[config.mk]
export PLATFORM = sky130hd
export DESIGN_NAME = conv_launch_seq
export DESIGN_NICKNAME = d
export VERILOG_FILES = /design/src/rtl/clseq_pkg.sv /design/src/rtl/clseq_ctrl.sv /design/src/rtl/clseq_settle.sv /design/src/rtl/clseq_setup_regs.sv /design/src/rtl/conv_launch_seq.sv
export SDC_FILE = /design/constraint.sdc
export NUM_CORES = 1
export LEC_CHECK = 0
export CELL_PAD_IN_SITES_DETAIL_PLACEMENT = 1
export CELL_PAD_IN_SITES_GLOBAL_PLACEMENT = 1
export CORE_ASPECT_RATIO = 0.75
export CORE_MARGIN = 2
export CORE_UTILIZATION = 30
export CTS_BUF_LIST = sky130_fd_sc_hd__clkbuf_4 sky130_fd_sc_hd__clkbuf_8 sky130_fd_sc_hd__clkbuf_16
export DETAILED_ROUTE_END_ITERATION = 8
export PLACE_DENSITY_LB_ADDON = 0.1
export RECOVER_POWER = 50
export SLEW_MARGIN = 10
export SYNTH_ARGS = -nofsm -noshare
export SYNTH_HDL_FRONTEND = slang
export SYNTH_HIERARCHICAL = 1
export SYNTH_SLANG_ARGS = --single-unit
[constraint.sdc]
create_clock -name clk -period 1.9 [get_ports clk]
set_input_delay 0.285 -clock clk [delete_from_list [all_inputs] [get_ports clk]]
set_output_delay 0.285 -clock clk [all_outputs]
set_load 0.01 [all_outputs]
[src/rtl/clseq_pkg.sv]
package clseq_pkg;

   typedef enum logic [2:0] {
      ST_IDLE  = 3'd0,
      ST_APPLY = 3'd1,
      ST_WAIT  = 3'd2,
      ST_START = 3'd3,
      ST_RUN   = 3'd4
   } seq_state_t;

   function automatic int unsigned cnt_width(input int unsigned max_val);
      return (max_val < 2) ? 1 : $clog2(max_val + 1);
   endfunction

endpackage

[src/rtl/clseq_ctrl.sv]
module clseq_ctrl
   import clseq_pkg::*;
(
   input  logic       clk,
   input  logic       rst_n,
   input  logic       cmd_valid,
   input  logic       dly_en,
   input  logic       dly_expired,
   input  logic       eng_done,
   output seq_state_t state
);

   seq_state_t state_q, state_d;

   always_comb begin
      state_d = state_q;
      unique case (state_q)
         ST_IDLE:  if (cmd_valid) state_d = ST_APPLY;
         ST_APPLY: state_d = dly_en ? ST_WAIT : ST_START;
         ST_WAIT:  if (dly_expired) state_d = ST_START;
         ST_START: state_d = ST_RUN;
         ST_RUN:   if (eng_done) state_d = ST_IDLE;
         default:  state_d = ST_IDLE;
      endcase
   end

   always_ff @(posedge clk or negedge rst_n) begin
      if (!rst_n) state_q <= ST_IDLE;
      else        state_q <= state_d;
   end

   assign state = state_q;

endmodule

[src/rtl/clseq_settle.sv]
module clseq_settle
   import clseq_pkg::*;
#(
   parameter int unsigned BASE_CYC = 1280,
   parameter int unsigned ALT_CYC  = 1536
) (
   input  logic clk,
   input  logic rst_n,
   input  logic load,
   input  logic fam_sel,
   output logic expired
);

   localparam int unsigned MAX_CYC = (ALT_CYC > BASE_CYC) ? ALT_CYC : BASE_CYC;
   localparam int unsigned CNT_W   = cnt_width(MAX_CYC);

   if (BASE_CYC < 2) begin : g_bad_base
      $error("clseq_settle: BASE_CYC must be at least 2");
   end
   if (ALT_CYC < 2) begin : g_bad_alt
      $error("clseq_settle: ALT_CYC must be at least 2");
   end

   logic [CNT_W-1:0] cnt_q;
   logic [CNT_W-1:0] load_val;

   if (BASE_CYC == ALT_CYC) begin : g_single
      assign load_val = CNT_W'(BASE_CYC - 1);
   end else begin : g_dual
      assign load_val = fam_sel ? CNT_W'(ALT_CYC - 1) : CNT_W'(BASE_CYC - 1);
   end

   always_ff @(posedge clk or negedge rst_n) begin
      if (!rst_n)              cnt_q <= '0;
      else if (load)           cnt_q <= load_val;
      else if (cnt_q != '0)    cnt_q <= cnt_q - 1'b1;
   end

   assign expired = (cnt_q == '0);

endmodule

[src/rtl/clseq_setup_regs.sv]
module clseq_setup_regs #(
   parameter int unsigned PTR_W   = 3,
   parameter int unsigned CHAN_W  = 2,
   parameter int unsigned GAIN_W  = 3,
   parameter int unsigned RATE_W  = 4,
   parameter int unsigned LATCH_W = 2,
   localparam int unsigned WORD_W = 2 + LATCH_W + GAIN_W + RATE_W + CHAN_W
) (
   input  logic               clk,
   input  logic               rst_n,
   input  logic               accept,
   input  logic               capture,
   input  logic [PTR_W-1:0]   cmd_ptr,
   input  logic               cmd_cal,
   input  logic [WORD_W-1:0]  setup_word,
   output logic               dly_en,
   output logic [PTR_W-1:0]   idx,
   output logic               cal,
   output logic [LATCH_W-1:0] latch,
   output logic [CHAN_W-1:0]  chan,
   output logic [GAIN_W-1:0]  gain,
   output logic               pol,
   output logic [RATE_W-1:0]  rate
);

   localparam int unsigned DLY_POS  = 0;
   localparam int unsigned LAT_LSB  = DLY_POS + 1;
   localparam int unsigned POL_POS  = LAT_LSB + LATCH_W;
   localparam int unsigned GAIN_LSB = POL_POS + 1;
   localparam int unsigned RATE_LSB = GAIN_LSB + GAIN_W;
   localparam int unsigned CHAN_LSB = RATE_LSB + RATE_W;

   assign dly_en = setup_word[DLY_POS];

   always_ff @(posedge clk or negedge rst_n) begin
      if (!rst_n) begin
         idx <= '0;
         cal <= 1'b0;
      end else if (accept) begin
         idx <= cmd_ptr;
         cal <= cmd_cal;
      end
   end

   always_ff @(posedge clk or negedge rst_n) begin
      if (!rst_n) begin
         chan <= '0;
         gain <= '0;
         pol  <= 1'b0;
         rate <= '0;
      end else if (capture) begin
         chan <= setup_word[CHAN_LSB +: CHAN_W];
         gain <= setup_word[GAIN_LSB +: GAIN_W];
         pol  <= setup_word[POL_POS];
         rate <= setup_word[RATE_LSB +: RATE_W];
      end
   end

   for (genvar gi = 0; gi < LATCH_W; gi++) begin : g_latch
      always_ff @(posedge clk or negedge rst_n) begin
         if (!rst_n)       latch[gi] <= 1'b0;
         else if (capture) latch[gi] <= setup_word[LAT_LSB + gi];
      end
   end

endmodule

[src/rtl/conv_launch_seq.sv]
module conv_launch_seq
   import clseq_pkg::*;
#(
   parameter int unsigned PTR_W    = 3,
   parameter int unsigned CHAN_W   = 2,
   parameter int unsigned GAIN_W   = 3,
   parameter int unsigned RATE_W   = 4,
   parameter int unsigned LATCH_W  = 2,
   parameter int unsigned BASE_CYC = 1280,
   parameter int unsigned ALT_CYC  = 1536,
   localparam int unsigned WORD_W  = 2 + LATCH_W + GAIN_W + RATE_W + CHAN_W
) (
   input  logic               clk,
   input  logic               rst_n,
   input  logic               cmd_valid,
   input  logic [PTR_W-1:0]   cmd_ptr,
   input  logic               cmd_cal,
   input  logic               rate_family,
   input  logic [WORD_W-1:0]  setup_word,
   input  logic               eng_done,
   output logic [PTR_W-1:0]   setup_idx,
   output logic [LATCH_W-1:0] latch_pins,
   output logic               busy,
   output logic               eng_start,
   output logic               eng_cal,
   output logic [CHAN_W-1:0]  eng_chan,
   output logic [GAIN_W-1:0]  eng_gain,
   output logic               eng_pol,
   output logic [RATE_W-1:0]  eng_rate
);

   if (PTR_W < 1 || CHAN_W < 1 || GAIN_W < 1 || RATE_W < 1 || LATCH_W < 1) begin : g_bad_width
      $error("conv_launch_seq: every field width must be at least 1");
   end

   seq_state_t seq_st;
   logic       dly_en;
   logic       dly_expired;
   logic       accept;
   logic       in_apply;

   assign accept   = (seq_st == ST_IDLE) && cmd_valid;
   assign in_apply = (seq_st == ST_APPLY);

   clseq_ctrl u_ctrl (
      .clk        (clk),
      .rst_n      (rst_n),
      .cmd_valid  (cmd_valid),
      .dly_en     (dly_en),
      .dly_expired(dly_expired),
      .eng_done   (eng_done),
      .state      (seq_st)
   );

   clseq_settle #(
      .BASE_CYC(BASE_CYC),
      .ALT_CYC (ALT_CYC)
   ) u_settle (
      .clk    (clk),
      .rst_n  (rst_n),
      .load   (in_apply),
      .fam_sel(rate_family),
      .expired(dly_expired)
   );

   clseq_setup_regs #(
      .PTR_W  (PTR_W),
      .CHAN_W (CHAN_W),
      .GAIN_W (GAIN_W),
      .RATE_W (RATE_W),
      .LATCH_W(LATCH_W)
   ) u_regs (
      .clk       (clk),
      .rst_n     (rst_n),
      .accept    (accept),
      .capture   (in_apply),
      .cmd_ptr   (cmd_ptr),
      .cmd_cal   (cmd_cal),
      .setup_word(setup_word),
      .dly_en    (dly_en),
      .idx       (setup_idx),
      .cal       (eng_cal),
      .latch     (latch_pins),
      .chan      (eng_chan),
      .gain      (eng_gain),
      .pol       (eng_pol),
      .rate      (eng_rate)
   );

   assign busy      = (seq_st != ST_IDLE);
   assign eng_start = (seq_st == ST_START);

endmodule

==> results.yml, run 1 <==
setup_path:
  crit_slowest_cell: "or4_4"
  start_kind: "flip-flop"
  crit_arrival_ns: 2.19
  rr_worst_depth: 4
  worst-setup-path-type: "reg2reg"
  rrSetupSlack_ns: -0.07
  cp-end-kind: "flip-flop"
  crit_family: "simple AND/OR/NAND/NOR gates"
  crit_fanout: 3
  cpPeakStageDelay_ns: 0.57
  timing.rr.end: "u_settle/cnt_q[9]$_DFFE_PN0P_"
  crit_top_cell: "or4_4"
  cp_data_required_time_ns: 2.11
  reg2reg_from: "u_settle/cnt_q[7]$_DFFE_PN0P_"
  crit_chain: "or4_4 > or4_4 > or3_4 > a21oi_2"
  worst-path-buf-inv: 0
layout:
  mostFrequentLayoutCells: "35 x clkdlybuf4s50_1, 29 x dfrtp_1, 15 x buf_4, 10 x mux2_4, 6 x mux2_2"
  multiInputGateArea_um2: 653
  nets: 189
  num_antenna_cells: 0
  utilization: 0.471
  area_growth_pct: 50.9
  layout_commonest_cell: "clkdlybuf4s50_1"
  final_area_mm2: 0.00210
  seqCellArea_um2: 752
  fin_cells: 224
  nFillCells: 479
  drive_above_1_share: 0.335
hold_path:
  min_to: "u_regs/idx[2]$_DFFE_PN0P_"
  min_from: "u_regs/idx[2]$_DFFE_PN0P_"
  hold_depth: 1
  hold_class: "reg2reg"
sta:
  rsz0062_at_grt: "true"
  relSlewSlack: 0.487
  worst_pin_slew_ns: 0.770
  setup_violations: 2
  maxSlewViolCount: 0
  fin_setup_tns_ns: -0.0972
  setup_slack_ns: -0.0738
  fin_crit_ns: 1.97
  hold_viol_final: 0
  max_freq_mhz: 507
  period_share: 1.04
  fin_skew_ns: 0.00578
route:
  drt_first_pass_iters: 4
  wire_per_inst_um: 14.6
  route.detailed.drc: 0
  drtAntennaViolNets: 0
  viasPerCell: 4.73
  via_count: 1060
  drt-total-wl_um: 3270
  drt-initial-drc-count: 17
logic_synthesis:
  synthCells: 109
  ys_top_cells_by_area: "dfrtp_1 54%, mux2_4 11%, mux2_2 4.8%"
  syn-num-nets: 132
  synth_top_area_share: 0.538
  yosysWarnings: 6
  synth.avg_cell_area_um2: 12.8
  ys_ff_latch: 30
  synthesis.area_mm2: 0.00140
  ys_types: 33
  yosysTopAreaCell: "dfrtp_1"
  synth_seq_area_share: 0.538
run_status:
  status: "complete, but fails checks"
  violations: "negative setup slack"
die:
  start_util: 0.312
  coreArea_mm2: 0.00447
  die_x_um: 82.7
  die_h_um: 63.1
  die-area_mm2: 0.00522
  placementRows: 21
  ios: 40
place:
  dpl.hpwl_um: 2320
  io_buffers: 39
  place_area_mm2: 0.00194
  place_inst: 214
  gp_congestion: 0.749
clock_tree:
  hold_buffers: 0
  h-tree-depth: 2
  clock-sinks: 30
  clk_path_buf_depth: 2
  path_clk_slew_ns: 0.07
  clock_latency_ns: 0.28
  cts_buffers: 5
  cts_tree: "built"
  root_buffer: "clkbuf_8"
global_route:
  grt_busiest_layer: "met2"
  grt_max_degree: 31
  grt.total_usage: 0.141
  met3_usage: 0.0473
  grtUsageMet1: 0.182
  antenna_found_initial: 0
  grt_pass1_wl_um: 5420
  grt_pass1_vias: 1138
  grt_util_met2: 0.209
  gr-total-overflow: 0
power_and_ir_drop:
  power_density_mw_per_mm2: 1550
  power.total_mw: 3.25
  peakVddDrop_v: 0.000662
  p_leak_nw: 0.842
job:
  drv_cap: 0
## registers in the layout, summed over array words and instances (netlist names)
register / flops
u_settle/cnt_q: 11
u_regs/rate: 4
u_ctrl/state: 3
u_regs/gain: 3
u_regs/idx: 3
u_regs/chan: 2
u_regs/latch: 2
u_regs/cal: 1
u_regs/pol: 1
## cells by family after synthesis
group                    Yosys count  synth area share
multiplexers                      18             0.170
adder cells (fa/ha/maj)            1           0.00897
XOR/XNOR                           5            0.0314
AND/OR/NAND/NOR                   34             0.161
flip-flops                        30             0.538
buffers and inverters              8            0.0305
AO/OA/AOI/OAI                     13            0.0601
## routing by layer
layer	wire length [um]	part of all wire
met3	163	0.050
met2	1550	0.47
met5	0	0
met4	63	0.019
met1	1490	0.46
## where the power goes
group / internal, mW / switching (mW)
registers: 0.918 / 0.224
clock network: 0.385 / 0.249
logic: 0.934 / 0.543
## cells in the mapped netlist
cell,number
nor4_1,3
inv_1,3
nor2_1,3
nor4b_1,1
nand2_1,2
ha_1,1
nor3_1,2
and3b_2,1
nor2b_1,3
xnor2_1,5
a21oi_1,4
o31a_1,1
or4_4,1
nand2b_1,5
or2_2,2
o31ai_1,4
or3_1,5
or2_1,1
mux2_2,6
or4_1,1
dfrtp_1,30
nor3b_1,1
buf_4,1
or4b_1,1
clkbuf_1,2
nor4_2,1
or3b_2,1
a211oi_1,2
buf_6,1
o21ai_0,2
mux2_4,10
buf_2,1
mux2i_1,2
## final cells by class
type                    instances  area share
flip-flops and latches         30       0.357
multi-input cells              71       0.310
repair buffers                 55       0.241
well taps                      57      0.0339
clock buffers                   5      0.0327
clock inverters                 3      0.0190
inverters                       3     0.00535
## worst max-delay path by stage
stage	start	end	slack, ns	cells past startpoint
finish	u_settle/cnt_q[7]$_DFFE_PN0P_	u_settle/cnt_q[9]$_DFFE_PN0P_	-0.07	4
global route	u_settle/cnt_q[7]$_DFFE_PN0P_	u_settle/cnt_q[9]$_DFFE_PN0P_	-0.13	4
CTS	u_settle/cnt_q[6]$_DFFE_PN0P_	u_settle/cnt_q[9]$_DFFE_PN0P_	-0.08	4
detailed placement	u_settle/cnt_q[7]$_DFFE_PN0P_	u_settle/cnt_q[9]$_DFFE_PN0P_	-0.08	4
global placement	u_settle/cnt_q[7]$_DFFE_PN0P_	u_settle/cnt_q[9]$_DFFE_PN0P_	-0.03	4
floorplan	u_settle/cnt_q[7]$_DFFE_PN0P_	u_settle/cnt_q[9]$_DFFE_PN0P_	-0.02	4
## through the flow
step	worst slack [ns]	hold slack, ns
after CTS	-0.0847	0.415
after floorplan	-0.0163	-0.0106
after global routing	-0.130	0.532
after global placement	-0.0251	0.490
after detailed placement	-0.0822	0.497
final	-0.0738	0.507
## repair_timing
item,in CTS,in global routing
buffers inserted,1,1
pin swaps,1,2
gates resized for setup,0,11
endpoints found under the setup margin,3,9
(Power assumes the default switching activity.)
==> run 2, diff against run 1 <==
--- a/config.mk
+++ b/config.mk
@@ -12,6 +12,7 @@
 export CORE_UTILIZATION = 30
 export CTS_BUF_LIST = sky130_fd_sc_hd__clkbuf_4 sky130_fd_sc_hd__clkbuf_8 sky130_fd_sc_hd__clkbuf_16
 export DETAILED_ROUTE_END_ITERATION = 8
+export DONT_BUFFER_PORTS = 1
 export PLACE_DENSITY_LB_ADDON = 0.1
 export RECOVER_POWER = 50
 export SLEW_MARGIN = 10
==> run 2 against run 1 <==
Against the previous run:
- the flow still finishes with violations (negative setup slack)
- design area is 17% lower
- sequential share of layout area rose by 7.4 points
- global-route usage fell by 1.5 points
- die area unchanged
- critical path type unchanged
- register-to-register slack barely moved
- largest cell class unchanged
- setup slack gained 0.0034 ns
==> results.yml, run 2 (same netlist as run 1, synthesis figures left out) <==
sta:
  hold_viol_final: 0
  maxSlewViolCount: 0
  rsz0062_at_grt: "true"
  fin_skew_ns: 0.00461
  period_share: 1.04
  fin_setup_tns_ns: -0.0705
  max_freq_mhz: 507
  worst_pin_slew_ns: 0.747
  fin_crit_ns: 1.97
  setup_slack_ns: -0.0705
  setup_violations: 1
  relSlewSlack: 0.502
route:
  drt-total-wl_um: 2890
  route.detailed.drc: 0
  via_count: 928
  drtAntennaViolNets: 0
  viasPerCell: 4.96
  drt-initial-drc-count: 34
  wire_per_inst_um: 15.4
  drt_first_pass_iters: 2
die:
  start_util: 0.312
  die_x_um: 82.7
  ios: 40
  coreArea_mm2: 0.00447
  die-area_mm2: 0.00522
  die_h_um: 63.1
  placementRows: 21
layout:
  nets: 152
  largest_reg_flops: 11
  final_area_mm2: 0.00174
  layout_commonest_cell: "dfrtp_1"
  seqCellArea_um2: 751
  mostFrequentLayoutCells: "30 x dfrtp_1, 16 x buf_4, 10 x mux2_4, 6 x mux2_2"
  area_growth_pct: 24.8
  fin_cells: 187
  max_flop_register: "u_settle/cnt_q"
  drive_above_1_share: 0.438
  top_regs: "u_settle/cnt_q (11), u_regs/rate (4)"
  num_antenna_cells: 0
  nFillCells: 481
  multiInputGateArea_um2: 663
setup_path:
  worst-setup-path-type: "reg2reg"
  start_kind: "flip-flop"
  crit_chain: "or4_4 > or4_4 > or3_1 > a21oi_2"
  crit_arrival_ns: 2.18
  worst-path-buf-inv: 0
  cp-end-kind: "flip-flop"
  cpPeakStageDelay_ns: 0.57
  cp_data_required_time_ns: 2.11
  crit_top_cell: "or4_4"
  crit_fanout: 4
  crit_slowest_cell: "or4_4"
  crit_family: "simple AND/OR/NAND/NOR gates"
clock_tree:
  cts_tree: "built"
  clk_path_buf_depth: 2
  root_buffer: "clkbuf_8"
  path_clk_slew_ns: 0.06
  cts_buffers: 5
  clock_latency_ns: 0.28
  h-tree-depth: 2
  clock-sinks: 30
place:
  place_inst: 175
  io_buffers: 0
  dp_worst_setup_slack_ns: -0.108
  gp_congestion: 0.678
  dpl.hpwl_um: 1980
  place_area_mm2: 0.00155
global_route:
  gr-total-overflow: 0
  grt.total_usage: 0.126
  grt_pass1_wl_um: 4910
  grt_pass1_vias: 1030
  antenna_found_initial: 0
  grt_max_degree: 31
power_and_ir_drop:
  peakVddDrop_v: 0.000724
  power.total_mw: 2.85
  power_density_mw_per_mm2: 1640
  p_leak_nw: 0.701
run_status:
  status: "complete, but fails checks"
  violations: "negative setup slack"
hold_path:
  hold_class: "in2reg"
job:
  drv_cap: 0
## run 2: path summary, 6_finish.rpt
path                                          startpoint                       endpoint  slack (ns)  depth (start not counted)
max reg2reg                u_settle/cnt_q[4]$_DFFE_PN0P_  u_settle/cnt_q[9]$_DFFE_PN0P_       -0.07                          4
max in group asynchronous                          rst_n    u_ctrl/state[0]$_DFFE_PN0P_        0.80                          2
min                                          rate_family  u_settle/cnt_q[8]$_DFFE_PN0P_        0.14                          2
min reg2reg                u_settle/cnt_q[2]$_DFFE_PN0P_  u_settle/cnt_q[2]$_DFFE_PN0P_        0.52                          1
max                        u_settle/cnt_q[4]$_DFFE_PN0P_  u_settle/cnt_q[9]$_DFFE_PN0P_       -0.07                          4
min in group asynchronous                          rst_n     u_regs/rate[3]$_DFFE_PN0P_        0.61                          2
## run 2: repair_timing
action,CTS,global route
hold buffers,2,0
pin swaps,3,4
hold endpoints to repair,30,0
endpoints found under the setup margin,6,5
gates resized for setup,2,10
buffers inserted,0,2
## run 2: area by class of cell
cell class                      count  share of cell area
Clock inverter                      3              0.0230
Clock buffer                        5              0.0395
Sequential cell                    30               0.431
Inverter                            3             0.00647
Timing Repair Buffer               18              0.0776
Multi-Input combinational cell     71               0.381
Tap cell                           57              0.0410
## run 2: layer usage
layer	wire length, um	track usage	vias to the layer above
met3	174	0.0573	5
met2	1330	0.184	23
met1	1350	0.165	472
li1	-	-	428
met5	0	0	-
met4	30	0.0430	0
## run 2: power breakdown
group / internal, mW / switching (mW) / leakage, nW
Clock: 0.385 / 0.243 / 0.0579
Combinational: 0.597 / 0.380 / 0.302
Sequential: 0.916 / 0.324 / 0.341
## run 2: stage by stage
step / hold slack, ns / utilization
after floorplan: -0.0106 / -
after global placement: -0.00962 / 0.346
after detailed placement: -0.00952 / 0.346
after CTS: 0.135 / 0.380
after global routing: 0.128 / 0.390
final: 0.142 / 0.390
==> run 3, diff against run 2 <==
--- a/config.mk
+++ b/config.mk
@@ -8,7 +8,7 @@
 export CELL_PAD_IN_SITES_DETAIL_PLACEMENT = 1
 export CELL_PAD_IN_SITES_GLOBAL_PLACEMENT = 1
 export CORE_ASPECT_RATIO = 0.75
-export CORE_MARGIN = 2
+export CORE_MARGIN = 1
 export CORE_UTILIZATION = 30
 export CTS_BUF_LIST = sky130_fd_sc_hd__clkbuf_4 sky130_fd_sc_hd__clkbuf_8 sky130_fd_sc_hd__clkbuf_16
 export DETAILED_ROUTE_END_ITERATION = 8
==> run 3 against run 2 <==
Against the previous run:
- the flow still finishes with violations (negative setup slack)
- largest cell class unchanged
- largest power group unchanged
- setup slack better by 0.0068 ns
- via count is 1.2% lower
- critical path depth did not move
- critical path type unchanged
==> results.yml, run 3 (same netlist as run 1, synthesis figures left out) <==
route:
  drt-initial-drc-count: 21
  via_count: 917
  route.detailed.drc: 0
  drt-total-wl_um: 2800
  wire_per_inst_um: 14.9
  viasPerCell: 4.88
  drtAntennaViolNets: 0
  drt_first_pass_iters: 4
setup_path:
  cpPeakStageDelay_ns: 0.55
  timing.rr.end: "u_settle/cnt_q[9]$_DFFE_PN0P_"
  crit_chain: "or4_4 > or4_4 > or3_1 > a21oi_2"
  crit_top_cell: "or4_4"
  crit_fanout: 3
  crit_arrival_ns: 2.17
  cp_data_required_time_ns: 2.11
  cp-end-kind: "flip-flop"
  crit_slowest_cell: "or4_4"
  reg2reg_from: "u_settle/cnt_q[7]$_DFFE_PN0P_"
  rrSetupSlack_ns: -0.06
  startpoint: "u_settle/cnt_q[7]$_DFFE_PN0P_"
  start_kind: "flip-flop"
  worst-setup-path-type: "reg2reg"
  rr_worst_depth: 4
power_and_ir_drop:
  p_leak_nw: 0.691
  p_int_mw: 1.75
  p_clk_frac: 0.179
  power_frac_comb: 0.357
  peakVddDrop_v: 0.000624
  power.total_mw: 2.68
  power_switching_mw: 0.926
  seq_power_share: 0.464
  power_density_mw_per_mm2: 1560
  swShare: 0.346
die:
  die_x_um: 80.7
  coreArea_mm2: 0.00447
  placementRows: 21
  start_util: 0.312
  ios: 40
  die-area_mm2: 0.00493
  die_h_um: 61.1
sta:
  fin_setup_tns_ns: -0.0636
  setup_violations: 1
  period_share: 1.03
  max_freq_mhz: 509
  relSlewSlack: 0.488
  fin_crit_ns: 1.96
  worst_pin_slew_ns: 0.769
  maxSlewViolCount: 0
  fin_skew_ns: 0.00318
  rsz0062_at_grt: "true"
  setup_slack_ns: -0.0636
  hold_viol_final: 0
hold_path:
  min_from: "rate_family"
  hold_class: "in2reg"
  min_to: "u_settle/cnt_q[8]$_DFFE_PN0P_"
  hold_depth: 2
place:
  place_area_mm2: 0.00154
  gp_congestion: 0.719
  io_buffers: 0
  dpl.hpwl_um: 1840
  place_inst: 172
clock_tree:
  clock_latency_ns: 0.27
  clock-sinks: 30
  h-tree-depth: 2
  root_buffer: "clkbuf_8"
  path_clk_slew_ns: 0.06
  clk_path_buf_depth: 2
  cts_tree: "built"
  cts_buffers: 5
global_route:
  antenna_found_initial: 0
  gr-total-overflow: 0
  grt_max_degree: 31
  grt.total_usage: 0.119
  grt_pass1_wl_um: 4220
  grt_pass1_vias: 887
layout:
  fin_cells: 188
  area_growth_pct: 23.4
  nFillCells: 487
  final_area_mm2: 0.00172
  max_flop_register: "u_settle/cnt_q"
  nets: 154
  mostFrequentLayoutCells: "30 x dfrtp_1, 16 x buf_4, 10 x mux2_4, 6 x mux2_2"
  layout_commonest_cell: "dfrtp_1"
  drive_above_1_share: 0.420
  top_regs: "u_settle/cnt_q (11), u_regs/rate (4)"
  largest_reg_flops: 11
  num_antenna_cells: 0
job:
  drv_cap: 0
run_status:
  status: "complete, but fails checks"
  violations: "negative setup slack"
## run 3: worst max path at each step
| stage | end | slack, ns | cells after the start |
|---|---|---|---|
| after floorplan | u_settle/cnt_q[9]$_DFFE_PN0P_ | -0.02 | 4 |
| after global placement | u_settle/cnt_q[7]$_DFFE_PN0P_ | -0.03 | 7 |
| after detailed placement | u_settle/cnt_q[9]$_DFFE_PN0P_ | -0.06 | 4 |
| after CTS | u_settle/cnt_q[9]$_DFFE_PN0P_ | -0.03 | 4 |
| after global routing | u_settle/cnt_q[9]$_DFFE_PN0P_ | -0.11 | 4 |
| final | u_settle/cnt_q[9]$_DFFE_PN0P_ | -0.06 | 4 |
## run 3: layout make-up
class	count	area, um2	area share
Clock inverter	2	10.0	0.00581
Tap cell	57	71.3	0.0414
Multi-Input combinational cell	71	634	0.368
Clock buffer	5	68.8	0.0400
Sequential cell	30	751	0.436
Timing Repair Buffer	20	175	0.102
Inverter	3	11.3	0.00654
## run 3: power by group through the flow
stage / Clock (mW) / Combinational, mW / Sequential [mW]
floorplan: 0 / 0.707 / 1.19
global placement: 0 / 0.882 / 1.24
detailed placement: 0 / 0.904 / 1.24
CTS: 0.502 / 0.931 / 1.24
global route: 0.528 / 1.07 / 1.29
finish: 0.478 / 0.956 / 1.24
## run 3: routing by layer
layer | GRT usage | share of wire
met3 | 0.0504 | 0.062
met1 | 0.164 | 0.48
met5 | 0 | 0
met2 | 0.165 | 0.46
met4 | 0.0459 | 0
## run 3: metrics by stage
stage | hold WS, ns | setup WS [ns] | utilization
floorplan | -0.0106 | -0.0163 | -
finish | 0.139 | -0.0636 | 0.385
CTS | 0.131 | -0.0325 | 0.380
global route | 0.141 | -0.107 | 0.385
global placement | -0.0101 | -0.0258 | 0.344
detailed placement | -0.0102 | -0.0557 | 0.344
## run 3: critical path: cells and delay by family (launching register included)
family / cells / cell delay, ns
flip-flops: 1 / 0.38
AO/OA/AOI/OAI: 1 / 0.12
AND/OR/NAND/NOR: 3 / 1.40
## run 3: timing repair
action,CTS,global route
cloned,0,0
gates resized for setup,3,4
pin swaps,3,1
endpoints found under the setup margin,2,6
hold buffers,2,0
hold endpoints to repair,30,0
buffers inserted,4,3
